[src/rtl/nvx_pkg.sv]
// Package nvx_pkg
// Shared constants for the shadowed pin-control register bank: the address
// map, the bank sizes and the factory values of the shadowed bytes.
// Assumes an 8-bit address space and an 8-bit data path.
package nvx_pkg;
    localparam int unsigned ADDR_W        = 8;
    localparam int unsigned DATA_W        = 8;
    localparam int unsigned NUM_PINS      = 4;
    localparam int unsigned SHADOW_BYTES  = 8;
    localparam int unsigned USER_BYTES    = 6;
    localparam int unsigned VOLATILE_BIT  = 0;

    localparam logic [ADDR_W-1:0] ADDR_SHADOW = 8'hF0;
    localparam logic [ADDR_W-1:0] ADDR_STATUS = 8'hF8;
    localparam logic [ADDR_W-1:0] ADDR_CONFIG = 8'hF9;
    localparam logic [ADDR_W-1:0] ADDR_USER   = 8'hFA;

    // Factory value of shadowed byte idx (offset from ADDR_SHADOW)
    function automatic logic [DATA_W-1:0] shadow_default(input int unsigned idx);
        if (idx == 1)
            return 8'h03;
        else if (idx >= 4 && idx <= 7)
            return 8'h01;
        else
            return 8'h00;
    endfunction
endpackage

[src/rtl/nvx_commit_timer.sv]
// Module nvx_commit_timer
// Counts the non-volatile write window. A start pulse loads COMMIT_CYCLES and
// busy stays high until the count reaches zero.
// Assumes start is raised only while busy is low (the bank guarantees this).
module nvx_commit_timer #(
    parameter int unsigned COMMIT_CYCLES = 2000
) (
    input  logic clk,
    input  logic rst_n,
    input  logic start,
    output logic busy
);
    localparam int unsigned CNT_W = $clog2(COMMIT_CYCLES + 1);

    logic [CNT_W-1:0] cnt_q;

    // Load on start, else count down to zero
    always_ff @(posedge clk) begin
        if (!rst_n)
            cnt_q <= '0;
        else if (start)
            cnt_q <= CNT_W'(COMMIT_CYCLES);
        else if (cnt_q != '0)
            cnt_q <= cnt_q - CNT_W'(1);
    end

    assign busy = (cnt_q != '0);

    AST_BUSY_BOUND: assert property (@(posedge clk) disable iff (!rst_n)
        cnt_q <= CNT_W'(COMMIT_CYCLES));
    AST_START_IDLE: assert property (@(posedge clk) disable iff (!rst_n)
        start |-> !busy);
    AST_BUSY_COUNTDOWN: assert property (@(posedge clk) disable iff (!rst_n)
        (busy && !start) |=> (cnt_q == $past(cnt_q) - CNT_W'(1)));
endmodule

[src/rtl/nvx_shadow_bank.sv]
// Module nvx_shadow_bank
// Holds the working copies and the non-volatile images of the shadowed bytes,
// and the per-byte commit marks. On a commit the marked bytes are copied into
// the image; system reset recalls the image; power-on reset loads factory values.
// Assumes wr_hit is one-hot or zero.
module nvx_shadow_bank #(
    parameter int unsigned N = nvx_pkg::SHADOW_BYTES,
    parameter int unsigned W = nvx_pkg::DATA_W
) (
    input  logic              clk,
    input  logic              por_n,
    input  logic              rst_n,
    input  logic [N-1:0]      wr_hit,
    input  logic [W-1:0]      wdata,
    input  logic              nv_mode,
    input  logic              stop,
    input  logic              busy,
    output logic              commit,
    output logic [N-1:0][W-1:0] work
);
    logic [N-1:0][W-1:0] work_q;
    logic [N-1:0][W-1:0] image_q;
    logic [N-1:0]        dirty_q;
    logic [N-1:0]        mask;

    // Marks after this cycle's write: old marks plus a write in NV mode
    assign mask   = dirty_q | (nv_mode ? wr_hit : '0);
    // A commit starts on a transaction end while idle with something marked
    assign commit = stop && !busy && (mask != '0);

    for (genvar i = 0; i < N; i++) begin : g_byte
        localparam logic [W-1:0] DEF = W'(nvx_pkg::shadow_default(i));

        // Working copy: factory value, image recall, or host write
        always_ff @(posedge clk) begin
            if (!por_n)
                work_q[i] <= DEF;
            else if (!rst_n)
                work_q[i] <= image_q[i];
            else if (wr_hit[i])
                work_q[i] <= wdata;
        end

        // Image: factory value, or updated by a commit of a marked byte
        always_ff @(posedge clk) begin
            if (!por_n)
                image_q[i] <= DEF;
            else if (rst_n && commit && mask[i])
                image_q[i] <= wr_hit[i] ? wdata : work_q[i];
        end

        // Commit mark: cleared by reset or by any transaction end
        always_ff @(posedge clk) begin
            if (!por_n || !rst_n)
                dirty_q[i] <= 1'b0;
            else if (stop)
                dirty_q[i] <= 1'b0;
            else
                dirty_q[i] <= mask[i];
        end
    end

    assign work = work_q;

    AST_IMAGE_HOLD: assert property (@(posedge clk) disable iff (!por_n)
        !commit |=> $stable(image_q));
    AST_MARKS_DROPPED: assert property (@(posedge clk) disable iff (!rst_n)
        stop |=> (dirty_q == '0));
endmodule

[src/rtl/nvx_pin_ctrl.sv]
// Module nvx_pin_ctrl
// Drives the per-pin pullup and pulldown enables, and registers the sensed
// pin levels for the status byte.
// Assumes pins_in is already synchronous to clk.
module nvx_pin_ctrl #(
    parameter int unsigned P = nvx_pkg::NUM_PINS
) (
    input  logic         clk,
    input  logic         rst_n,
    input  logic [P-1:0] pu_bits,
    input  logic [P-1:0] pd_bits,
    input  logic [P-1:0] pins_in,
    output logic [P-1:0] pu_en,
    output logic [P-1:0] pd_en,
    output logic [P-1:0] status
);
    for (genvar k = 0; k < P; k++) begin : g_pin
        // Cleared control bit turns the pulldown transistor on
        assign pd_en[k] = ~pd_bits[k];
        assign pu_en[k] = pu_bits[k];
    end

    // Sample pin levels once per clock
    always_ff @(posedge clk) begin
        if (!rst_n)
            status <= '0;
        else
            status <= pins_in;
    end
endmodule

[src/rtl/nvx_regbank.sv]
// Module nvx_regbank
// Top of the shadowed pin-control register bank. Decodes host writes, holds the
// configuration byte and the volatile user bytes, and muxes read data. It ties
// the shadowed bytes to the pin controls and to the commit timer.
// Assumes at most one write per cycle and a one-cycle bus_stop strobe.
module nvx_regbank #(
    parameter int unsigned COMMIT_CYCLES = 2000
) (
    input  logic       clk,
    input  logic       por_n,
    input  logic       rst_n,
    input  logic       wr_en,
    input  logic [7:0] addr,
    input  logic [7:0] wdata,
    output logic [7:0] rdata,
    input  logic       bus_stop,
    input  logic [3:0] pins_in,
    output logic [3:0] pu_en,
    output logic [3:0] pd_en,
    output logic [1:0] delay_sel,
    output logic       busy
);
    import nvx_pkg::*;

    localparam int unsigned N = SHADOW_BYTES;
    localparam int unsigned U = USER_BYTES;
    localparam int unsigned P = NUM_PINS;
    localparam int unsigned W = DATA_W;

    logic [N-1:0]        wr_hit;
    logic [N-1:0][W-1:0] work;
    logic                commit;
    logic [W-1:0]        cfg_q;
    logic [U-1:0][W-1:0] user_q;
    logic [P-1:0]        pd_bits;
    logic [P-1:0]        status;

    for (genvar i = 0; i < N; i++) begin : g_hit
        // Decode a write to shadowed byte i
        assign wr_hit[i] = wr_en && (addr == ADDR_W'(ADDR_SHADOW + i));
    end

    nvx_shadow_bank #(.N(N), .W(W)) u_bank (
        .clk     (clk),
        .por_n   (por_n),
        .rst_n   (rst_n),
        .wr_hit  (wr_hit),
        .wdata   (wdata),
        .nv_mode (!cfg_q[VOLATILE_BIT]),
        .stop    (bus_stop),
        .busy    (busy),
        .commit  (commit),
        .work    (work)
    );

    nvx_commit_timer #(.COMMIT_CYCLES(COMMIT_CYCLES)) u_timer (
        .clk   (clk),
        .rst_n (rst_n),
        .start (commit),
        .busy  (busy)
    );

    for (genvar k = 0; k < P; k++) begin : g_pdmap
        // Byte at offset 4 controls the highest pin, offset 7 pin 0
        assign pd_bits[k] = work[N-1-k][0];
    end

    nvx_pin_ctrl #(.P(P)) u_pins (
        .clk     (clk),
        .rst_n   (rst_n),
        .pu_bits (work[0][P-1:0]),
        .pd_bits (pd_bits),
        .pins_in (pins_in),
        .pu_en   (pu_en),
        .pd_en   (pd_en),
        .status  (status)
    );

    assign delay_sel = work[1][1:0];

    // Configuration byte: volatile, cleared by either reset
    always_ff @(posedge clk) begin
        if (!por_n || !rst_n)
            cfg_q <= '0;
        else if (wr_en && addr == ADDR_CONFIG)
            cfg_q <= wdata;
    end

    for (genvar u = 0; u < U; u++) begin : g_user
        // Plain volatile user byte u
        always_ff @(posedge clk) begin
            if (!por_n || !rst_n)
                user_q[u] <= '0;
            else if (wr_en && addr == ADDR_W'(ADDR_USER + u))
                user_q[u] <= wdata;
        end
    end

    // Read mux over the whole map; unmapped addresses read zero
    always_comb begin
        rdata = '0;
        for (int i = 0; i < N; i++)
            if (addr == ADDR_W'(ADDR_SHADOW + i)) rdata = work[i];
        if (addr == ADDR_STATUS) rdata = {{(W-P){1'b0}}, status};
        if (addr == ADDR_CONFIG) rdata = cfg_q;
        for (int u = 0; u < U; u++)
            if (addr == ADDR_W'(ADDR_USER + u)) rdata = user_q[u];
    end

    AST_STATUS_UPPER_ZERO: assert property (@(posedge clk) disable iff (!rst_n)
        (addr == ADDR_STATUS) |-> (rdata[W-1:P] == '0));
endmodule

[config.mk]
export PLATFORM = sky130hd
export DESIGN_NAME = nvx_regbank
export DESIGN_NICKNAME = d
export VERILOG_FILES = /design/src/rtl/nvx_pkg.sv /design/src/rtl/nvx_commit_timer.sv /design/src/rtl/nvx_shadow_bank.sv /design/src/rtl/nvx_pin_ctrl.sv /design/src/rtl/nvx_regbank.sv
export SDC_FILE = /design/constraint.sdc
export NUM_CORES = 1
export LEC_CHECK = 0
export BUFFER_PORTS_ARGS = -buffer_cell sky130_fd_sc_hd__buf_4
export CAP_MARGIN = 25
export CORE_MARGIN = 3
export CORE_UTILIZATION = 30
export CTS_CLUSTER_DIAMETER = 60
export DETAILED_ROUTE_END_ITERATION = 8
export GPL_TIMING_DRIVEN = 1
export PLACE_DENSITY = 0.46
export RECOVER_POWER = 100
export SLEW_MARGIN = 20
export SYNTH_ARGS = -nofsm -noshare
export SYNTH_HDL_FRONTEND = slang
export SYNTH_SLANG_ARGS = --single-unit
[constraint.sdc]
create_clock -name clk -period 3.84 [get_ports clk]
set_input_delay 0.768 -clock clk [delete_from_list [all_inputs] [get_ports clk]]
set_output_delay 0.768 -clock clk [all_outputs]
set_load 0.1 [all_outputs]
* Word-level counts from Yosys, hierarchy flattened
Index checks and enable logic that the tools add are counted.
Operators by class: $add $sub $neg 1, bitwise logic cells 6, reduce and logical (&&, ||, !) cells 35, mux-type cells 35, eq/ne operators 16
Operators by type and width (number):
- two-way mux 8 bit | 33
- == test 8 bit (second input constant) | 16
- logical AND 1 bit | 26
- two-way mux 11 bit | 2
- nonzero test 11 bit | 1
- subtractor 11 x 1 -> 11 bit (second input constant) | 1
- bitwise OR 8 bit | 1
- nonzero test 8 bit | 1
- NOT 1 bit | 5
- OR reduction 2 bit | 2
- zero test 1 bit | 3
- nonzero test 2 bit | 1
- logical OR 1 bit | 1
Word-level totals: input bits 25, logic and storage cells 127, register bits 207

* Depth between registers and ports, before layout
Gate-level depths: netlist of run 1.
depth after elaboration 17, depth in mapped cells 9, gate-level depth less buffers 7

* By module
From an unflattened synthesis of run 1, not the netlist that was laid out.
Second synthesis, totals: cells, all modules 1012, area total of the unflattened synthesis 9823.2 µm²
By module, submodules not included:
- nvx_shadow_bank | area each 5770.5 µm², instances 1, cells an instance 557
- nvx_regbank | area each 3339.5 µm², instances 1, cells an instance 375
- nvx_commit_timer | area each 563.0 µm², instances 1, cells an instance 64
- nvx_pin_ctrl | area each 150.1 µm², instances 1, cells an instance 16

* Worst setup path after synthesis of run 1
No wires, ideal clock.
kind input port to output port, from input port addr[2], to output port rdata[4], stages on the path 8, data required time 3.072 ns, buffers on the path 4, slack -1.714 ns, arrival 4.786 ns, cell sequence buf_6 -> buf_2 -> buf_4 -> buf_2 -> nand3b_1 -> o211ai_1 -> a21oi_1 -> o41ai_1
Between the ends: word-level cells in the longest chain between the ends 17, elaborated cells on any way between the ends 32
RTL lines:
- start: declaration | line nvx_regbank.sv:13 | input logic [7:0] addr,
- == test 8 bit | line nvx_regbank.sv:103 | if (addr == ADDR_W'(ADDR_SHADOW + i)) rdata = work[i];
- two-way mux 8 bit (8 in a row) | line nvx_regbank.sv:103
- two-way mux 8 bit | line nvx_regbank.sv:104 | if (addr == ADDR_STATUS) rdata = {{(W-P){1'b0}}, status};
- two-way mux 8 bit | line nvx_regbank.sv:105 | if (addr == ADDR_CONFIG) rdata = cfg_q;
- two-way mux 8 bit (5 in a row) | line nvx_regbank.sv:107 | if (addr == ADDR_W'(ADDR_USER + u)) rdata = user_q[u];
- two-way mux 8 bit * | line nvx_regbank.sv:107
- end: declaration | line nvx_regbank.sv:15 | output logic [7:0] rdata,
Mark *: on every way between the ends. The rest lies on a longest branch, timed or not.

* Worst setup path after layout of run 1
from input port addr[2], to output port rdata[0]
Same word-level chain as after synthesis.

==> results of run 1 <==
==> through the flow <==
stage / total power [uW] / setup slack (ns) / area, um^2 / hold slack (ns) / utilization
3_5_place_dp: 2970 / 0.367 / 10200 / 0.452 / 0.329
3_3_place_gp: 2970 / 0.394 / 10200 / 0.442 / 0.329
4_1_cts: 5550 / 0.355 / 11100 / 0.423 / 0.359
5_1_grt: 5690 / 0.117 / 11000 / 0.434 / 0.355
2_1_floorplan: 2790 / -0.400 / 9630 / 0.433 / -
6_report: 5470 / 0.204 / 11000 / 0.441 / 0.355
==> routing by layer <==
layer / wire length (um) / vias up / track usage
met1: 14500 / 3839 / 0.244
met4: 758 / 0 / 0.0450
met5: 0 / - / 0
li1: - / 3852 / -
met2: 13300 / 174 / 0.273
met3: 1250 / 51 / 0.0236
==> worst max-delay path, delay by kind of cell <==
kind                   cells  cell delay (ns)
buffers and inverters      4             1.08
AOI/OAI and AO/OA          2             0.62
and+or+nand+nor            2             0.39
==> how the worst min path moves through the flow <==
stage	endpoint	from	depth (start not counted)	slack, ns
floorplan	user_q[43]	user_q[43]	2	0.43
global placement	user_q[40]	user_q[40]	2	0.44
detailed placement	user_q[40]	user_q[40]	2	0.45
CTS	u_pins.status[0]	pins_in[0]	2	0.42
global route	u_pins.status[0]	pins_in[0]	2	0.43
finish	u_pins.status[0]	pins_in[0]	2	0.44
==> placed cells by master (no fill, tap or decap), types with 8 or more instances in the layout <==
cell type / n
mux2i_1: 113
nand3_1: 27
clkbuf_16: 29
a21oi_1: 146
nand2_1: 47
buf_4: 48
clkbuf_1: 22
inv_1: 13
o21ai_0: 146
nor2_1: 84
nor3_1: 11
mux4_2: 9
a31oi_1: 11
mux2_2: 8
clkbuf_8: 9
dfxtp_1: 207
==> area by class of cell <==
| cell class | instances | area (um^2) | area share |
|---|---|---|---|
| tap | 396 | 495 | 0.0450 |
| clock buffer | 43 | 868 | 0.0788 |
| inverter | 14 | 52.6 | 0.00477 |
| clock inverter | 9 | 65.1 | 0.00590 |
| multi-input combinational | 743 | 4900 | 0.445 |
| sequential | 207 | 4140 | 0.376 |
| antenna | 1 | 2.50 | 0.000227 |
| timing repair buffer | 74 | 489 | 0.0444 |
==> power by group through the flow <==
stage	registers, uW	clock network (uW)	logic [uW]
2_1_floorplan	2310	0	485
3_3_place_gp	2330	0	643
3_5_place_dp	2330	0	646
4_1_cts	2280	2620	649
5_1_grt	2290	2710	699
6_report	2280	2560	633
==> state kept, by name (all words and copies together), names as in the netlist <==
name            cells
user_q             48
u_timer.cnt_q      11
u_bank.image_q     64
u_bank.dirty_q      8
u_pins.status       4
u_bank.work        64
cfg_q               8
==> cells by family after synthesis <==
group | after synthesis
adder cells (fa/ha/maj) | 2
multiplexers | 135
XOR/XNOR | 8
buffers and inverters | 109
AO/OA/AOI/OAI | 356
AND/OR/NAND/NOR | 242
flip-flops | 207
==> results.md, run 1 <==
- Status: finished, violations left
- Violated checks: max-capacitance violations, max-slew violations
- Slowest CP cell: clkbuf_2
- Post-synth cell types: 73
- Post-route ant nets: 0
- Post-route insts no fill: 1487
- Worst Path Required: around 3.1 ns
- Commonest cells post-synth: dfxtp_1 (207), a21oi_1 (146), o21ai_0 (143), mux2i_1 (113), nor2_1 (79)
- Reg2reg setup slack: about 1.0 ns
- Clock Skew: 0.0200 ns
- Worst Path Arrival: between 2 and 3 ns
- Worst setup SP type: input pin
- Max cap viols: 1
- Net Sw Frac: 0.270
- Count leader, synth: dfxtp_1
- Synth Area in Simple Gates: 0.140
- Post-Synth XOR/XNOR Area: 0.00730
- Peak VDD IR: about 0.33 mV
- Worst-path clk slew: approximately 0.06 ns
- Via count: a little under 8000
- Cell taking the most area after synthesis: dfxtp_1
- Main combinational cell family by area after synthesis: compound AO/OA/AOI/OAI gates
- CP max stage delay: approximately 0.42 ns
- Largest net degree at the start of global routing: 90
- HPWL after DPL: between 15 and 20 mm
- R2r worst-path depth: 5
- Worst slew margin: -0.0325
- Area share of the largest cell type after synthesis: 0.432
- Inserted Clock Buffers: 28
- Static Leak: about 0.004 uW
- Post-synthesis share of cell area spent on full adders, half adders and majority gates: 0.00261
- Area growth, synth to finish: 14.8%
- Category of the most critical setup path: input pin to primary output
- Final Hold Vio Count: 0
- Vias/cell: approximately 5.3
- HP Class: input pin to register
- Max H-tree Level: 1
- Slew Viols, Final: 90
- Die W: about 180 um
- PwrDens: a little under 500 mW/mm^2
- Setup Buffers After CTS: 0
- Mux cell area share after synthesis: 0.157
- IO Count: 44
- Layout cell share with drive strength beyond 1: 0.147
- Post-Syn Instances: about 1100
- Residual DRC count: 0
- CP max FO: 23
- Sequential fraction of the synthesis area: 0.432
- Area contributors post-synth: dfxtp_1 (43%), mux2i_1 (12%), a21oi_1 (7.6%), o21ai_0 (7.5%), nor2_1 (3.1%)
- Post-layout minimum cycle time: about 3.6 ns
- Drt first pass iters: 5
- Slew @ Worst Pin: around 1.5 ns
- Logic pwr share: 0.116
- DR WL/cell: 20.1 um
- Die Span Y: ~180 um
- Clk root buf: clkbuf_16
- Avg Cell Area, Syn: about 9 um^2
- Core area: 0.0311 mm^2
- Iter 0 DRT Violations: 670
- R2r startpoint: u_timer.cnt_q[7]
- Sequential fraction of design power: 0.416
- R2r endpoint: u_bank.image_q[48]
- Die area: 0.0342 mm^2
- Starting Density: 0.309
- Sw power: 1480 uW
- Port Buffers: between 40 and 50
- Initial antenna violation count: 1
- Synthesized area: between 0.009 and 0.01 mm^2
- Synth Flop Type: dfxtp_1
- Final wirelength: 29.8 mm
- Syn. warnings: 0
- Post-synthesis compound-gate area fraction: 0.206
- Ys async rst share: 0
- All-Layer GR Usage: 0.171
- Placer Congestion: approximately 0.83
- # setup viols final: 0
- Crit path from: addr[2]
- Setup total negative slack: 0 ns
- Post-synth EDFFs: 0
- Tcrit/Tclk final: 0.947
- Row count: 64
- Pint: around 4000 uW
- Critical path endpoint: rdata[0]
- Clock Power Share: 0.468
- CTS tree: yes
- Bufs on Longest Clock Path: 3
- Post-cts sizing count: 0
- Clock sinks: 207
- # nets final: ~1100
- Critical Path End Type: primary output
- Post-CTS Hold Buffers: 0
- FF+latch count, synth: roughly 210
- Fmax: roughly 280 MHz
- # fillers: 3212
- GR Overflow Total: 0
- Crit path cell chain: clkbuf_1, buf_4, inv_1, a221o_1, and4_1, o32ai_1, nand3_1, clkbuf_2
- Placed Instances: between 1000 and 1500
- Number of global-route vias before repair: around 7500
- Latest clock arrival within the worst-skew pair: approximately 0.54 ns
- Syn_nets: 1086
- RSZ-0062 raised after global routing: no
- First-pass GRT wire length: 45.4 mm
Power figures use the tool's default switching activity.
==> inputs of run 2 (changes only) <==
CAP_MARGIN = not set   (was 25)
clock period = 3.6 ns   (was 3.84 ns; I/O delays follow)
==> run 2 against run 1 <==
Net effect: the flow still finishes with violations (max-capacitance violations, max-slew violations); worst setup slack got worse by 0.027 ns; first-iteration DRC count fell by 9.4%; sequential power is 7% higher; critical path depth is the same; largest power group unchanged; non-clock buffer count is 6 higher; design area is 1.1% lower; total power rose by 2.3%; die area stayed put; flip-flop and latch count unchanged; worst hold slack got worse by 0.031 ns; clock power shrank 2%; core utilization decreased by 0.39 points.
==> results.md, run 2 (synthesis results as in run 1) <==
- Status: finished, violations left
- Violated checks: max-capacitance violations, max-slew violations
- Setup Buffers After CTS: 0
- Worst setup SP type: input pin
- Die W: 185 um
- R2r worst-path depth: 5
- RSZ-0062 raised after global routing: no
- HP Class: input pin to register
- Iter 0 DRT Violations: 607
- Hold Path Sink: u_pins.status[1]
- R2r startpoint: u_timer.cnt_q[7]
- Category of the most critical setup path: input pin to primary output
- Placer Congestion: 0.808
- Post-CTS Hold Buffers: 0
- Peak VDD IR: 0.317 mV
- Final Hold Vio Count: 0
- R2r endpoint: u_bank.image_q[48]
- Post-cts sizing count: 0
- Multi-input logic area: between 0.004 and 0.005 mm^2
- Via count: between 7000 and 8000
- Die area: ~0.034 mm^2
- Hold Path Stages: 2
- Final wirelength: ~30 mm
- Worst Path Arrival: 2.70 ns
- Fmax: 292 MHz
- Latest clock arrival within the worst-skew pair: 0.52 ns
- Vias/cell: approximately 5.3
- Max H-tree Level: 1
- GR Overflow Total: 0
- Clk root buf: clkbuf_16
- All-Layer GR Usage: 0.174
- Max cap viols: 1
- HP Start: pins_in[1]
- First-pass GRT wire length: roughly 46 mm
- Layout cell share with drive strength beyond 1: 0.139
- Tcrit/Tclk final: 0.951
- Core area: ~0.031 mm^2
- Worst Path Required: between 2 and 3 ns
- Die Span Y: about 180 um
- Port Buffers: 43
- # setup viols final: 0
- Reg2reg setup slack: approximately 0.75 ns
- Slew @ Worst Pin: ~1.7 ns
- Residual DRC count: 0
- Most common cell after layout, fill and taps aside: dfxtp_1
- Drt first pass iters: 5
- Placed Instances: around 1400
- Post-route ant nets: 0
- Slew Viols, Final: 5
- Clock sinks: approximately 210
- Worst-path clk slew: around 0.050 ns
- Bufs on Longest Clock Path: 3
- DR WL/cell: about 20 um
- Initial antenna violation count: 0
- CTS tree: yes
- Most frequent cells in the layout: dfxtp_1 (207), a21oi_1 (146), o21ai_0 (144)
- # fillers: ~3200
- Inserted Clock Buffers: 27
- Worst slew margin: -0.118
- Storage element area: between 0.004 and 0.005 mm^2
- Largest net degree at the start of global routing: 95
- # nets final: between 1000 and 1500
- Post-layout minimum cycle time: roughly 3.4 ns
- Starting Density: 0.309
- HPWL after DPL: around 20 mm
- Area growth, synth to finish: 13.6%
- Clock Skew: around 0.01 ns
- Antenna Diode Count: 0
- CP max FO: 20
- Number of global-route vias before repair: 7450
- Static Leak: 0.00397 uW
- Critical Path End Type: primary output
- Total power: ~5600 uW
- IO Count: 44
- Post-route insts no fill: 1486
- PwrDens: approximately 510 mW/mm^2
- WHS: between 0.4 and 0.5 ns
- Row count: 64
-- run 2: area by class of cell --
class | count | share of cell area
timing repair buffer | 80 | 0.0471
clock inverter | 8 | 0.00516
sequential | 207 | 0.380
multi-input combinational | 743 | 0.447
clock buffer | 38 | 0.0704
inverter | 14 | 0.00482
tap | 396 | 0.0454
-- run 2: through the flow --
step | worst slack [ns] | TNS [ns] | cell area [um^2] | utilization
after detailed placement | 0.213 | 0 | 10300 | 0.330
after CTS | 0.223 | 0 | 11100 | 0.357
after global placement | 0.267 | 0 | 10300 | 0.330
final | 0.177 | 0 | 10900 | 0.351
after global routing | 0.0654 | 0 | 10900 | 0.351
after floorplan | -0.0433 | -0.0433 | 9640 | -
-- run 2: worst max-delay path by stage --
stage,startpoint,endpoint,slack (ns),depth (start not counted)
global route,addr[2],rdata[4],0.07,9
detailed placement,addr[1],rdata[4],0.21,8
CTS,addr[1],rdata[4],0.22,8
global placement,addr[1],rdata[4],0.27,8
floorplan,addr[2],rdata[1],-0.04,7
finish,addr[1],rdata[4],0.18,8
-- run 2: layer usage --
layer	global-route usage	vias to the layer above	part of all wire
met1	0.253	3817	0.49
met5	0	-	0
li1	-	3854	-
met2	0.270	172	0.45
met3	0.0247	47	0.045
met4	0.0423	0	0.022
-- run 2: critical path: stages --
cell	delay, ns
buf_4	0.12
buf_4	0.30
buf_4	0.30
mux4_2	0.31
and2_1	0.16
o21ai_0	0.32
o41ai_4	0.15
clkbuf_4	0.30
-- run 2: where the power goes --
| group | switching (uW) | internal [uW] |
|---|---|---|
| logic | 435 | 229 |
| registers | 66.1 | 2370 |
| clock network | 1020 | 1480 |
| total | 1520 | 4080 |
==> inputs of run 3 (changes only) <==
clock period = 3.25 ns   (was 3.6 ns; I/O delays follow)
==> run 3 against run 2 <==
Net effect: the run now ends clean; critical path depth shrank 1; design area increased by 2.8%; clock power increased by 13%; global-route usage down 0.12 points; largest power group unchanged; highest routed layer unchanged; die area stayed put; count of clock-buffer cells in the layout down 4.
==> results.md, run 3 (synthesis results as in run 1) <==
- # nets final: between 1000 and 1500
- HP Class: input pin to register
- Die W: 185 um
- Inserted Clock Buffers: 26
- IO Count: 44
- GR Overflow Total: 0
- Area growth, synth to finish: 16.8%
- WHS: around 0.33 ns
- Layout Utilization: 0.361
- DR WL met2: between 10 and 15 mm
- Bufs on Longest Clock Path: 3
- Via count: roughly 7900
- Vias/cell: between 5 and 6
- Worst Path Required: between 2 and 3 ns
- Initial antenna violation count: 0
- CP max FO: 2
- Starting Density: 0.309
- Row count: between 60 and 70
- Number of global-route vias before repair: 7482
- # setup viols final: 0
- Critical Path End Type: primary output
- Static Leak: about 0.0041 uW
- First-pass GRT wire length: about 46 mm
- Worst Path Arrival: roughly 2.5 ns
- Category of the most critical setup path: register to primary output
- Most frequent cells in the layout: dfxtp_1 (205), o21ai_0 (146), a21oi_1 (146)
- All-Layer GR Usage: 0.172
- Antenna Diode Count: 0
- HPWL after DPL: about 20 mm
- Peak VDD IR: between 0.3 and 0.4 mV
- Layout cell share with drive strength beyond 1: 0.162
- Port Buffers: between 40 and 50
- Die Span Y: around 180 um
- Max cap viols: 0
- Core area: about 0.031 mm^2
- Worst slew margin: 0.0792
- Die area: ~0.034 mm^2
- Clock sinks: approximately 210
- Worst setup SP type: register
- Iter 0 DRT Violations: around 530
- Post-layout minimum cycle time: ~3.2 ns
- Met3 WL post-DR: 1.14 mm
- PwrDens: between 500 and 600 mW/mm^2
- Top layer in use: met4
- Slew @ Worst Pin: 1.38 ns
- Post-route insts no fill: ~1500
- Slew Viols, Final: 0
- Clk root buf: clkbuf_16
- Wl on met1: 14.7 mm
- CTS tree: yes
- Residual DRC count: 0
- Drt first pass iters: 7
- Placed Instances: 1448
- # fillers: 3204
- Final wirelength: 30.2 mm
- Final Hold Vio Count: 0
- Fmax: around 310 MHz
- Worst-path clk slew: around 0.06 ns
- Clock Skew: 0.0126 ns
- Tcrit/Tclk final: 0.982
- Largest net degree at the start of global routing: 76
- Post-CTS Hold Buffers: 0
- Max H-tree Level: 1
- Most common cell after layout, fill and taps aside: dfxtp_1
- Latest clock arrival within the worst-skew pair: around 0.54 ns
- Post-route ant nets: 0
- Status: finished, final reports clean
- DR WL/cell: ~20 um
- RSZ-0062 raised after global routing: no
- Placer Congestion: roughly 0.8
run 3: cell types whose count changed in the layout (fill, tap and decap cells not counted), moves of 3 or more:
| cell | change |
|---|---|
| clkbuf_8 | -3 |
| buf_12 | +6 |
| buf_4 | +5 |
| nor2_2 | +4 |
| buf_2 | -4 |
| nand3_1 | -3 |
| nor2_1 | -3 |
run 3: per-stage QoR:
stage / TNS [ns] / worst slack (ns) / area [um^2] / power, uW
2_1_floorplan: -0.142 / -0.142 / 9670 / 3300
5_1_grt: 0 / 0.00929 / 11200 / 6540
3_5_place_dp: -0.0962 / -0.0828 / 10400 / 3530
3_3_place_gp: -0.126 / -0.0840 / 10400 / 3530
6_report: 0 / 0.0600 / 11200 / 6270
4_1_cts: 0 / 0.00199 / 11300 / 6380
run 3: worst max-delay path, stage by stage, from the launching register on:
cell and delay (ns):
dfxtp_4 0.35, or2_2 0.26, mux4_2 0.49, and4_4 0.22
o32ai_4 0.31, buf_6 0.15, nand3_4 0.06, buf_12 0.18
run 3: final cells by class:
class,instances,area [um^2],area share
clock inverter,12,134,0.0119
clock buffer,34,701,0.0625
sequential,207,4150,0.370
inverter,14,52.6,0.00469
multi-input combinational,743,5000,0.446
tap,396,495,0.0442
timing repair buffer,90,676,0.0603
run 3: path summary, 6_finish.rpt:
check / start / depth (start not counted) / to / slack, ns
worst max register to register: u_timer.cnt_q[7] / 6 / u_bank.image_q[48] / 0.68
worst min-delay path: pins_in[0] / 2 / u_pins.status[0] / 0.33
worst min register to register: user_q[47] / 2 / user_q[47] / 0.45
worst max-delay path: u_bank.work[8] / 7 / rdata[0] / 0.06
run 3: where the power goes:
part           internal [uW]  leakage (uW)  switching [uW]
logic                    270       0.00200             489
registers               2620       0.00168            72.0
clock network           1680      0.000411            1140
run 3: timing repair:
action,in CTS,in global routing
setup endpoints to repair,2,2
pin swaps,0,2
hold endpoints to repair,0,0
buffers inserted,0,2
gates resized for setup,3,10
run 3: routing by layer:
layer	GRT usage	vias to the layer above
met5	0	-
met4	0.0414	0
met3	0.0247	48
met2	0.276	165
met1	0.246	3812
li1	-	3866
